## config.mk

```make
export PLATFORM = sky130hd
export DESIGN_NAME = barrier_sync_unit
export DESIGN_NICKNAME = d
export VERILOG_FILES = /design/src/rtl/barrier_pkg.sv /design/src/rtl/barrier_arbiter.sv /design/src/rtl/barrier_counter.sv /design/src/rtl/barrier_tracker.sv /design/src/rtl/barrier_sync_unit.sv
export SDC_FILE = /design/constraint.sdc
export NUM_CORES = 1
export LEC_CHECK = 0
export BUFFER_PORTS_ARGS = -buffer_cell sky130_fd_sc_hd__clkbuf_2
export CELL_PAD_IN_SITES_DETAIL_PLACEMENT = 1
export CELL_PAD_IN_SITES_GLOBAL_PLACEMENT = 1
export CORE_MARGIN = 5
export CORE_UTILIZATION = 29
export CTS_CLUSTER_SIZE = 8
export DETAILED_ROUTE_END_ITERATION = 10
export HOLD_SLACK_MARGIN = 0.02
export PLACE_DENSITY_LB_ADDON = 0.1
export SETUP_SLACK_MARGIN = 0.4
export SKIP_LAST_GASP = 1
export SLEW_MARGIN = 10
export SYNTH_ARGS = -nofsm -noshare
export SYNTH_HDL_FRONTEND = slang
export SYNTH_SLANG_ARGS = --single-unit
```

## constraint.sdc

```tcl
create_clock -name clk -period 1 [get_ports clk]
set_input_delay 0.05 -clock clk [delete_from_list [all_inputs] [get_ports clk]]
set_output_delay 0.05 -clock clk [all_outputs]
set_load 0.02 [all_outputs]
```

## src/rtl/barrier_pkg.sv

```systemverilog
// Package: shared helpers for the barrier synchronization unit.
// Assumes: group sizes are small positive integers.
package barrier_pkg;

    // Width needed to hold a count from 0 up to and including p.
    function automatic int count_bits(input int p);
        return (p < 2) ? 1 : $clog2(p + 1);
    endfunction

endpackage

```

## src/rtl/barrier_arbiter.sv

```systemverilog
// Module: fixed-priority arbiter. Grants the lowest-index eligible request.
// Assumes: requests are already filtered for eligibility; purely combinational.
module barrier_arbiter #(
    parameter int NUM_REQ = 4
) (
    input  logic [NUM_REQ-1:0] req,
    output logic [NUM_REQ-1:0] grant
);

    logic [NUM_REQ:0] taken;

    assign taken[0] = 1'b0;

    // Priority chain: a request wins only if no lower index asked.
    for (genvar i = 0; i < NUM_REQ; i++) begin : g_chain
        assign grant[i]     = req[i] & ~taken[i];
        assign taken[i + 1] = taken[i] | req[i];
    end

endmodule

```

## src/rtl/barrier_counter.sv

```systemverilog
// Module: episode arrival counter and shared release flag.
// Assumes: at most one accepted arrival per cycle (accept is a single bit).
module barrier_counter #(
    parameter int NUM_REQ = 4,
    parameter int CNT_W   = barrier_pkg::count_bits(NUM_REQ)
) (
    input  logic             clk,
    input  logic             rst_n,
    input  logic             accept,
    output logic [CNT_W-1:0] count,
    output logic             flag,
    output logic             done_pulse
);

    localparam logic [CNT_W-1:0] LAST = CNT_W'(NUM_REQ - 1);

    logic is_first;
    logic is_last;

    assign is_first = (count == '0);
    assign is_last  = (count == LAST);

    // Count arrivals; wrap to zero on the completing arrival.
    always_ff @(posedge clk) begin
        if (!rst_n) begin
            count <= '0;
        end else if (accept) begin
            count <= is_last ? '0 : count + CNT_W'(1);
        end
    end

    // Flag: cleared by the first arrival, set by the completing one.
    always_ff @(posedge clk) begin
        if (!rst_n) begin
            flag <= 1'b0;
        end else if (accept && is_last) begin
            flag <= 1'b1;
        end else if (accept && is_first) begin
            flag <= 1'b0;
        end
    end

    // One-cycle marker that the flag was raised at the last edge.
    always_ff @(posedge clk) begin
        if (!rst_n) begin
            done_pulse <= 1'b0;
        end else begin
            done_pulse <= accept && is_last;
        end
    end

endmodule

```

## src/rtl/barrier_tracker.sv

```systemverilog
// Module: per-requester waiting bits, release pulses and duplicate-arrival error.
// Assumes: grant is one-hot or zero and only covers eligible requesters.
module barrier_tracker #(
    parameter int NUM_REQ = 4
) (
    input  logic               clk,
    input  logic               rst_n,
    input  logic [NUM_REQ-1:0] req,
    input  logic [NUM_REQ-1:0] grant,
    input  logic               done_pulse,
    output logic [NUM_REQ-1:0] eligible,
    output logic [NUM_REQ-1:0] waiting,
    output logic [NUM_REQ-1:0] release_p,
    output logic               dup_err
);

    logic [NUM_REQ-1:0] dup_hit;

    assign eligible  = req & ~waiting;
    assign dup_hit   = req & waiting;
    assign release_p = done_pulse ? waiting : '0;

    // Waiting bits: set on grant, cleared after the release pulse.
    for (genvar i = 0; i < NUM_REQ; i++) begin : g_wait
        always_ff @(posedge clk) begin
            if (!rst_n) begin
                waiting[i] <= 1'b0;
            end else if (grant[i]) begin
                waiting[i] <= 1'b1;
            end else if (release_p[i]) begin
                waiting[i] <= 1'b0;
            end
        end
    end

    // Sticky error on any request from a requester still waiting.
    always_ff @(posedge clk) begin
        if (!rst_n) begin
            dup_err <= 1'b0;
        end else if (|dup_hit) begin
            dup_err <= 1'b1;
        end
    end

endmodule

```

## src/rtl/barrier_sync_unit.sv

```systemverilog
// Module: top of the barrier unit. Arbitrates arrivals, counts an episode,
// drives the shared flag and pulses release to all waiting requesters.
// Assumes: NUM_REQ >= 2; requesters hold a request until granted.
module barrier_sync_unit #(
    parameter int NUM_REQ = 4,
    parameter int CNT_W   = barrier_pkg::count_bits(NUM_REQ)
) (
    input  logic               clk,
    input  logic               rst_n,
    input  logic [NUM_REQ-1:0] arrive_req,
    output logic [NUM_REQ-1:0] arrive_grant,
    output logic [NUM_REQ-1:0] release_o,
    output logic [NUM_REQ-1:0] waiting_o,
    output logic               flag_o,
    output logic [CNT_W-1:0]   count_o,
    output logic               dup_err_o
);

    logic [NUM_REQ-1:0] eligible;
    logic               done_pulse;

    barrier_arbiter #(.NUM_REQ(NUM_REQ)) u_arb (
        .req   (eligible),
        .grant (arrive_grant)
    );

    barrier_counter #(.NUM_REQ(NUM_REQ), .CNT_W(CNT_W)) u_cnt (
        .clk        (clk),
        .rst_n      (rst_n),
        .accept     (|arrive_grant),
        .count      (count_o),
        .flag       (flag_o),
        .done_pulse (done_pulse)
    );

    barrier_tracker #(.NUM_REQ(NUM_REQ)) u_trk (
        .clk        (clk),
        .rst_n      (rst_n),
        .req        (arrive_req),
        .grant      (arrive_grant),
        .done_pulse (done_pulse),
        .eligible   (eligible),
        .waiting    (waiting_o),
        .release_p  (release_o),
        .dup_err    (dup_err_o)
    );

endmodule

```

Word-level counts from Yosys, hierarchy flattened
Index checks and enable logic that the tools add are counted.
Cells by class
  add/sub/neg operators: 1
  equal/unequal tests: 1
  muxes and demuxes: 12
  bitwise operators: 11
  reductions and logical operators: 10
Operator list (count)
  2-to-1 mux 1 bit: 10
  nonzero test 2 bit: 5
  AND 4 bit: 2
  OR reduction 4 bit: 2
  2-to-1 mux 4 bit: 1
  NOT 4 bit: 1
  adder 3 x 1 -> 3 bit, second input constant: 1
  AND 1 bit: 3
  == test 3 x 2 -> 1 bit, second input constant: 1
  logical NOT 3 bit: 1
  2-to-1 mux 3 bit: 1
  NOT 1 bit: 3
  logical AND 1 bit: 2
  OR 1 bit: 2
Storage, ports and cells
  register bits: 10
  word-level logic and storage cells: 43

Longest topological paths before layout
Gate-level depths: netlist of the first run.
  word-level depth: 10
  depth in mapped cells: 5
  gate-level depth less buffers: 5

Cells and area by module
A second synthesis of the first run with hierarchy kept.
Unflattened totals
  cells, all modules: 50
  area total of the unflattened synthesis: 490.5 um^2
By module, submodules not included
  barrier_tracker: instances 1, cells an instance 24, area each 232.7 um^2, sequential area each 100.1 um^2
  barrier_counter: instances 1, cells an instance 21, area each 214.0 um^2, sequential area each 100.1 um^2
  barrier_arbiter: instances 1, cells an instance 4, area each 36.3 um^2, sequential area each 0.0 um^2
  barrier_sync_unit: instances 1, cells an instance 1, area each 7.5 um^2, sequential area each 0.0 um^2

Worst setup path before layout of the first run
Ideal clock, no wire load.
  kind: register to register
  start: register u_trk.waiting[0]
  end: register u_trk.waiting[1]
  arrival: 1.296 ns
  slack: -0.354 ns
  cell stages (with the launch flop): 5
  clock period less this slack: 1.354 ns
  cell sequence: dfxtp_1 > or2b_4 > inv_1 > nor2_1 > o21a_1
On the way
  cells in the longest elaborated chain, start to end: 5
  elaborated cells between the ends (all ways): 6
RTL lines
  start: declaration: line barrier_tracker.sv:12  | output logic [NUM_REQ-1:0] waiting,
  start signal: indexed assignment: line barrier_tracker.sv:27  | waiting[i] <= 1'b0;
  start signal: indexed assignment: line barrier_tracker.sv:29  | waiting[i] <= 1'b1;
  start signal: indexed assignment: line barrier_tracker.sv:31  | waiting[i] <= 1'b0;
  NOT 4 bit (*): line barrier_tracker.sv:19  | assign eligible = req & ~waiting;
  AND 4 bit (*): line barrier_tracker.sv:19
  named net arrive_grant[0]: line barrier_sync_unit.sv:11  | output logic [NUM_REQ-1:0] arrive_grant,
  NOT 1 bit (*): line barrier_arbiter.sv:16  | assign grant[i] = req[i] & ~taken[i];
  AND 1 bit (*): line barrier_arbiter.sv:16
  named net arrive_grant[1]: line barrier_sync_unit.sv:11
  2-to-1 mux 1 bit or nonzero test 2 bit (tied branches)
The timed path passes the listed nets; every way through them passes the cells marked *.
A chain may end at the register's enable or synchronous reset.

Final worst setup path of the first run
  start: register u_trk.waiting[2]
  end: output arrive_grant[3]
On the way
  cells in the longest elaborated chain, start to end: 5
RTL lines
  NOT 4 bit: line barrier_tracker.sv:19
  AND 4 bit: line barrier_tracker.sv:19
  OR 1 bit: line barrier_arbiter.sv:17  | assign taken[i + 1] = taken[i] | req[i];
  NOT 1 bit: line barrier_arbiter.sv:16
  AND 1 bit: line barrier_arbiter.sv:16
  end: declaration: line barrier_sync_unit.sv:11
Every way passes these cells.

==> impl_metrics.csv, run 1 <==
group,metric,value,unit
setup_path,critical_path_class,"reg -> out",
final_layout,drive_gt1_share,76.77,%
synthesis,netlist_area,520.5,sq um
floorplan,die-area,2742,sq um
setup_path,reg2reg_slack,-0.31,ns
power_and_ir_drop,peakVddDrop,0.8083,mV
sta,drv_slew,0,
clock_tree,htreeDepth,1,
global_route,track_usage,14.05,%
sta,min_period,1.335,ns
route,wl_per_cell,16.33,um
route,drcViolationCount,0,
route,vias,556,
power_and_ir_drop,p_leak,0.5326,nW
final_layout,nNetsFinal,108,
clock_tree,cts_tree,"built",
setup_path,worstPathRequired,0.95,ns
sta,finalHoldViolations,0,
placed_design,port_buffers,22,
clock_tree,hold_buffers,0,
floorplan,coreArea,1708,sq um
global_route,grt-ovfl-total,0,
route,finalWirelength,2.025,mm
status,status,"finished with violations",
sta,finClkSkew,0.006408,ns
clock_tree,path_clk_slew,0.08,ns
sta,rsz0062_at_grt,"yes",
global_route,grt_pass1_vias,541,
route,first_pass_iters,4,
synthesis,syn_avg_cell_area,10.01,sq um
floorplan,start_util,30.48,%
placed_design,gp_congestion,0.6961,
route,viasPerCell,4.484,
final_layout,num_antenna_cells,0,
sta,tightest_slew,0.3082,ns
run,maxCapViolations,0,
sta,setup_viol,21,
clock_tree,cts_buffer_depth,2,
route,ant_nets,0,
synthesis,synth_cells,52,
sta,finalWorstSetupSlack,-0.3354,ns
placed_design,pre_cts_ws,-0.1329,ns
final_layout,synthToLayoutAreaGrowth,125.7,%
floorplan,pin_count,23,
placed_design,dp.cells,104,
clock_tree,cts_inserted_buffers,3,
hold_path,worstHoldPathType,"in -> reg",
sta,slew_headroom,79.46,%
synthesis,synth_cell_type_count,22,
placed_design,dp_hpwl,1.073,mm
synthesis,yosysSeqAreaShare,38.46,%
setup_path,crit_arrival,1.29,ns
global_route,grt_pass1_wl,2.691,mm
global_route,grt_max_degree,11,
clock_tree,cts.sinks,10,
clock_tree,insertion_delay,0.28,ns
floorplan,die_w,52.37,um
global_route,antenna_found_initial,0,
setup_path,start_kind,"flip-flop",
power_and_ir_drop,power_density,1235,nW/um^2
setup_path,cp_max_fo,2,
final_layout,finalNonFillerCells,124,
synthesis,ys_ff_latch,10,
setup_path,critical_path.endpoint_type,"primary output",
synthesis,yosysWarnings,0,
floorplan,die_y,52.37,um
status,violations,"setup timing",
sta,min_period_over_period,133.5,%
floorplan,rows,15,
route,drtIter0Drc,3,
clock_tree,cts-root-buf,"clkbuf_4",
synthesis,syn-num-nets,60,
sta,max_freq,748.8,MHz
-- power by group --
| group | leakage (nW) | switching [W] | internal [W] |
|---|---|---|---|
| registers | 0.0881 | 0.0000444 | 0.000438 |
| clock network | 0.0210 | 0.000167 | 0.000222 |
| logic | 0.423 | 0.000240 | 0.000339 |
-- cells in the mapped netlist --
master / instances / area share [%]
dfxtp_1: 10 / 38
nor2b_1: 5 / 6.0
and2_1: 4 / 4.8
nor2_1: 4 / 2.9
o21a_1: 4 / 5.8
inv_1: 3 / 2.2
a21boi_0: 2 / 2.9
a21oi_1: 2 / 1.9
ha_1: 2 / 4.8
nand2_1: 2 / 1.4
nand2b_4: 2 / 5.3
or2b_4: 2 / 4.3
a222oi_1: 1 / 1.9
a31o_1: 1 / 1.7
and3_4: 1 / 2.2
and3b_1: 1 / 1.7
clkbuf_1: 1 / 0.72
mux2i_1: 1 / 1.9
nand2b_1: 1 / 1.2
nand3b_1: 1 / 1.4
nand4_4: 1 / 4.1
nor3b_2: 1 / 2.4
-- routing by layer --
layer / share of wire (%) / up-vias / global-route usage [%]
li1: - / 273 / -
met1: 37 / 266 / 16.32
met2: 58 / 12 / 23.97
met3: 2.9 / 5 / 3.419
met4: 2.3 / 0 / 6.383
met5: 0 / - / 0
-- cells in the final DEF, fill, tap and decap left out, types with 3 or more instances in the layout --
master    instances
dfxtp_4           7
clkbuf_4          3
nor2b_1           4
o21a_1            4
dfxtp_2           3
and2_4            4
clkbuf_8          5
buf_8            13
buf_6            16
buf_4             6
clkbuf_2          5
-- repair_timing --
item | in CTS | in global routing
cloned | 0 | 0
endpoints found under the setup margin | 27 | 27
setup buffers | 8 | 8
resized for setup | 47 | 25
pin swaps | 6 | 10
-- sequential cells by signal (all words and copies together) (netlist names) --
signal / count
u_cnt.count: 3
u_cnt.done_pulse: 1
u_trk.waiting: 4
u_cnt.flag: 1
u_trk.dup_err: 1
-- through the flow --
step	util [%]	setup TNS (ns)	total power [W]	area (sq um)	hold slack (ns)
2_1_floorplan	-	-0.6554	0.0007099	594.3	0.2318
3_3_place_gp	45.49	-0.5172	0.0008249	777.0	0.3656
3_5_place_dp	45.49	-0.5800	0.0008336	777.0	0.3850
4_1_cts	62.05	-3.291	0.001370	1060	0.08056
5_1_grt	68.79	-5.058	0.001537	1175	0.09472
6_report	68.79	-4.186	0.001451	1175	0.06851
-- critical path, stage by stage (launching register included) --
cell      delay (ns)
dfxtp_4         0.35
nand2b_4        0.14
buf_4           0.12
nor3b_4         0.21
clkbuf_8        0.18
-- worst paths after layout --
kind	cells past startpoint	start	to
worst min-delay path	3	arrive_req[0]	u_trk.dup_err
worst min register to register	2	u_cnt.count[2]	u_cnt.count[2]
worst max-delay path	4	u_trk.waiting[2]	arrive_grant[3]
worst max register to register	5	u_trk.waiting[1]	u_cnt.flag
-- logic make-up after synthesis --
kind of cell    Yosys count  synth area share [%]
mux                       1                 1.923
fa+ha+maj                 2                 4.807
simple gates             25                 37.74
buf+inv                   4                 2.884
compound gates           10                 14.18
flops                    10                 38.46
-- final cells by class --
class	instances	area [sq um]
Tap cell	25	31.28
Inverter	3	13.76
Fill cell	184	533.0
Multi-Input combinational cell	38	362.8
Timing Repair Buffer	44	500.5
Sequential cell	10	230.2
Clock buffer	4	36.28
Note: power is estimated with default switching activity, not from simulation.
==> inputs of run 2 (changes only) <==
- CORE_UTILIZATION: 29 -> 32
- RECOVER_POWER: default -> 100
- clock period: 1 -> 1.5 ns (I/O delays scaled with it)
==> run 2 against run 1 <==
  * Hold slack improved by 0.065 ns
  * Largest power group is now sequential cells
  * Clock skew is 0.0019 ns lower
  * Setup slack improved by 0.51 ns
  * The flow now finishes without violations
  * Cell count decreased by 22%
  * Final area down 34%
  * Count of clock-buffer cells in the layout did not move
  * Critical path depth stayed put
  * Sequential cell count stayed put
  * Wire length fell by 36%
  * Combinational power down 63%
  * First-iteration DRC count up 67%
  * Non-clock buffer count fell by 18
  * Highest routed layer unchanged
==> impl_metrics.csv, run 2 (synthesis results as in run 1) <==
group,metric,value,unit
status,status,"completed",
placed_design,dp_hpwl,988.2,um
global_route,antenna_found_initial,0,
clock_tree,cts-root-buf,"clkbuf_4",
route,drcViolationCount,0,
global_route,grt_max_degree,11,
clock_tree,cts_tree,"built",
sta,max_freq,752.7,MHz
power_and_ir_drop,total_power,0.0007808,W
setup_path,crit_arrival,1.25,ns
hold_path,holdPathEnd,"u_trk.waiting[3]",
final_layout,num_antenna_cells,0,
floorplan,rows,14,
clock_tree,cts_buffer_depth,2,
hold_path,worstHoldPathType,"in -> reg",
power_and_ir_drop,peakVddDrop,0.7125,mV
global_route,grt-ovfl-total,0,
sta,setup_viol,0,
final_layout,drive_gt1_share,38.27,%
global_route,grt_pass1_vias,488,
sta,min_period_over_period,88.57,%
final_layout,synthToLayoutAreaGrowth,48.80,%
sta,tightest_slew,0.3220,ns
sta,min_period,1.329,ns
route,finalWirelength,1.301,mm
clock_tree,htreeDepth,1,
setup_path,worstPathRequired,1.42,ns
floorplan,pin_count,23,
power_and_ir_drop,power_density,1008,nW/um^2
global_route,track_usage,10.95,%
final_layout,layout_commonest_cell,"clkbuf_1",
setup_path,critical_path_class,"reg -> out",
final_layout,regArea,215.2,sq um
sta,finClkSkew,0.004486,ns
clock_tree,cts_inserted_buffers,3,
setup_path,reg2reg_slack,0.22,ns
route,viasPerCell,4.876,
final_layout,largest_reg_flops,4,
sta,rsz0062_at_grt,"yes",
floorplan,die_y,50.33,um
route,first_pass_iters,4,
setup_path,rr_worst_depth,5,
hold_path,hold_depth,2,
placed_design,port_buffers,22,
final_layout,layout_common_cells,"clkbuf_1 (13), clkbuf_2 (6), dfxtp_1 (6)",
power_and_ir_drop,p_leak,0.3300,nW
setup_path,start_kind,"flip-flop",
setup_path,reg2reg_from,"u_trk.waiting[1]",
sta,drv_slew,0,
setup_path,cp_max_fo,3,
sta,fin_setup_tns,0,ns
floorplan,die_w,50.33,um
route,ant_nets,0,
placed_design,gp_congestion,0.6324,
final_layout,fillers,182,
floorplan,die-area,2533,sq um
floorplan,start_util,34.15,%
final_layout,reg_top3,"u_trk.waiting: 4 flops, u_cnt.count: 3 flops",
setup_path,r2r_end,"u_cnt.flag",
final_layout,nNetsFinal,90,
floorplan,coreArea,1524,sq um
final_layout,top_register,"u_trk.waiting",
clock_tree,hold_buffers,0,
sta,finalHoldViolations,0,
route,drtIter0Drc,5,
route,vias,473,
clock_tree,path_clk_slew,0.07,ns
final_layout,multi_input_area,334.1,sq um
setup_path,critical_path.endpoint_type,"primary output",
hold_path,hp-start,"rst_n",
clock_tree,insertion_delay,0.26,ns
sta,slew_headroom,78.53,%
clock_tree,cts.sinks,10,
global_route,grt_pass1_wl,2.145,mm
route,wl_per_cell,13.41,um
run,maxCapViolations,0,
==> run 2: changes by cell type in the layout (fill, tap and decap cells not counted), moves of 3 or more <==
cell      before  now
and2_4         4    0
buf_4          6    3
buf_6         16    1
buf_8         13    2
clkbuf_1       0   13
clkbuf_8       5    2
dfxtp_1        0    6
dfxtp_2        3    0
dfxtp_4        7    4
==> run 2: layout make-up <==
cell class,instances,share of cell area [%]
multi-input cells,38,43.13
flip-flops and latches,10,27.79
repair buffers,26,20.19
clock buffers,4,4.685
well taps,16,2.585
inverters,3,1.616
==> run 2: worst max path at each step <==
stage                     start         endpoint
3_3_place_gp   u_trk.waiting[2]   u_cnt.count[1]
2_1_floorplan  u_trk.waiting[0]       u_cnt.flag
3_5_place_dp   u_trk.waiting[0]       u_cnt.flag
5_1_grt        u_trk.waiting[0]  arrive_grant[3]
6_report       u_trk.waiting[1]  arrive_grant[3]
4_1_cts        u_trk.waiting[0]  arrive_grant[3]
==> run 2: critical path, cell delays in order (launching register included) <==
cell      delay [ns]
dfxtp_1         0.34
or2b_4          0.15
nand2_4         0.06
nor3b_4         0.19
clkbuf_1        0.25
==> run 2: routing by layer <==
metal | track usage, % | part of all wire, % | vias to the layer above
li1 | - | - | 238
met1 | 12.61 | 45 | 216
met2 | 17.78 | 48 | 17
met3 | 5.030 | 6.5 | 2
met4 | 3.830 | 0.61 | 0
met5 | 0 | 0 | -
==> run 2: metrics by stage <==
stage          util, %  worst slack, ns  area [sq um]  instances  hold slack [ns]
2_1_floorplan        -           0.3782         579.3         52           0.2815
3_3_place_gp     46.31           0.3673         705.7         89           0.4002
3_5_place_dp     46.31           0.3681         705.7         89           0.4082
4_1_cts          54.43           0.1931         829.5         97           0.1276
5_1_grt          50.82          0.07948         774.5         97           0.1352
6_report         50.82           0.1715         774.5         97           0.1332
==> run 2: power by group <==
group          total, W  internal [W]  switching [W]
Sequential     0.000317      0.000292      0.0000242
Clock          0.000247      0.000147      0.0000995
Combinational  0.000217     0.0000984       0.000119
==> run 2: repair_timing <==
action,in CTS,in global routing
gates cloned,0,0
hold endpoints to repair,0,0
gates resized for setup,14,8
pin swaps,3,3
buffers inserted,4,0
endpoints found under the setup margin,11,13
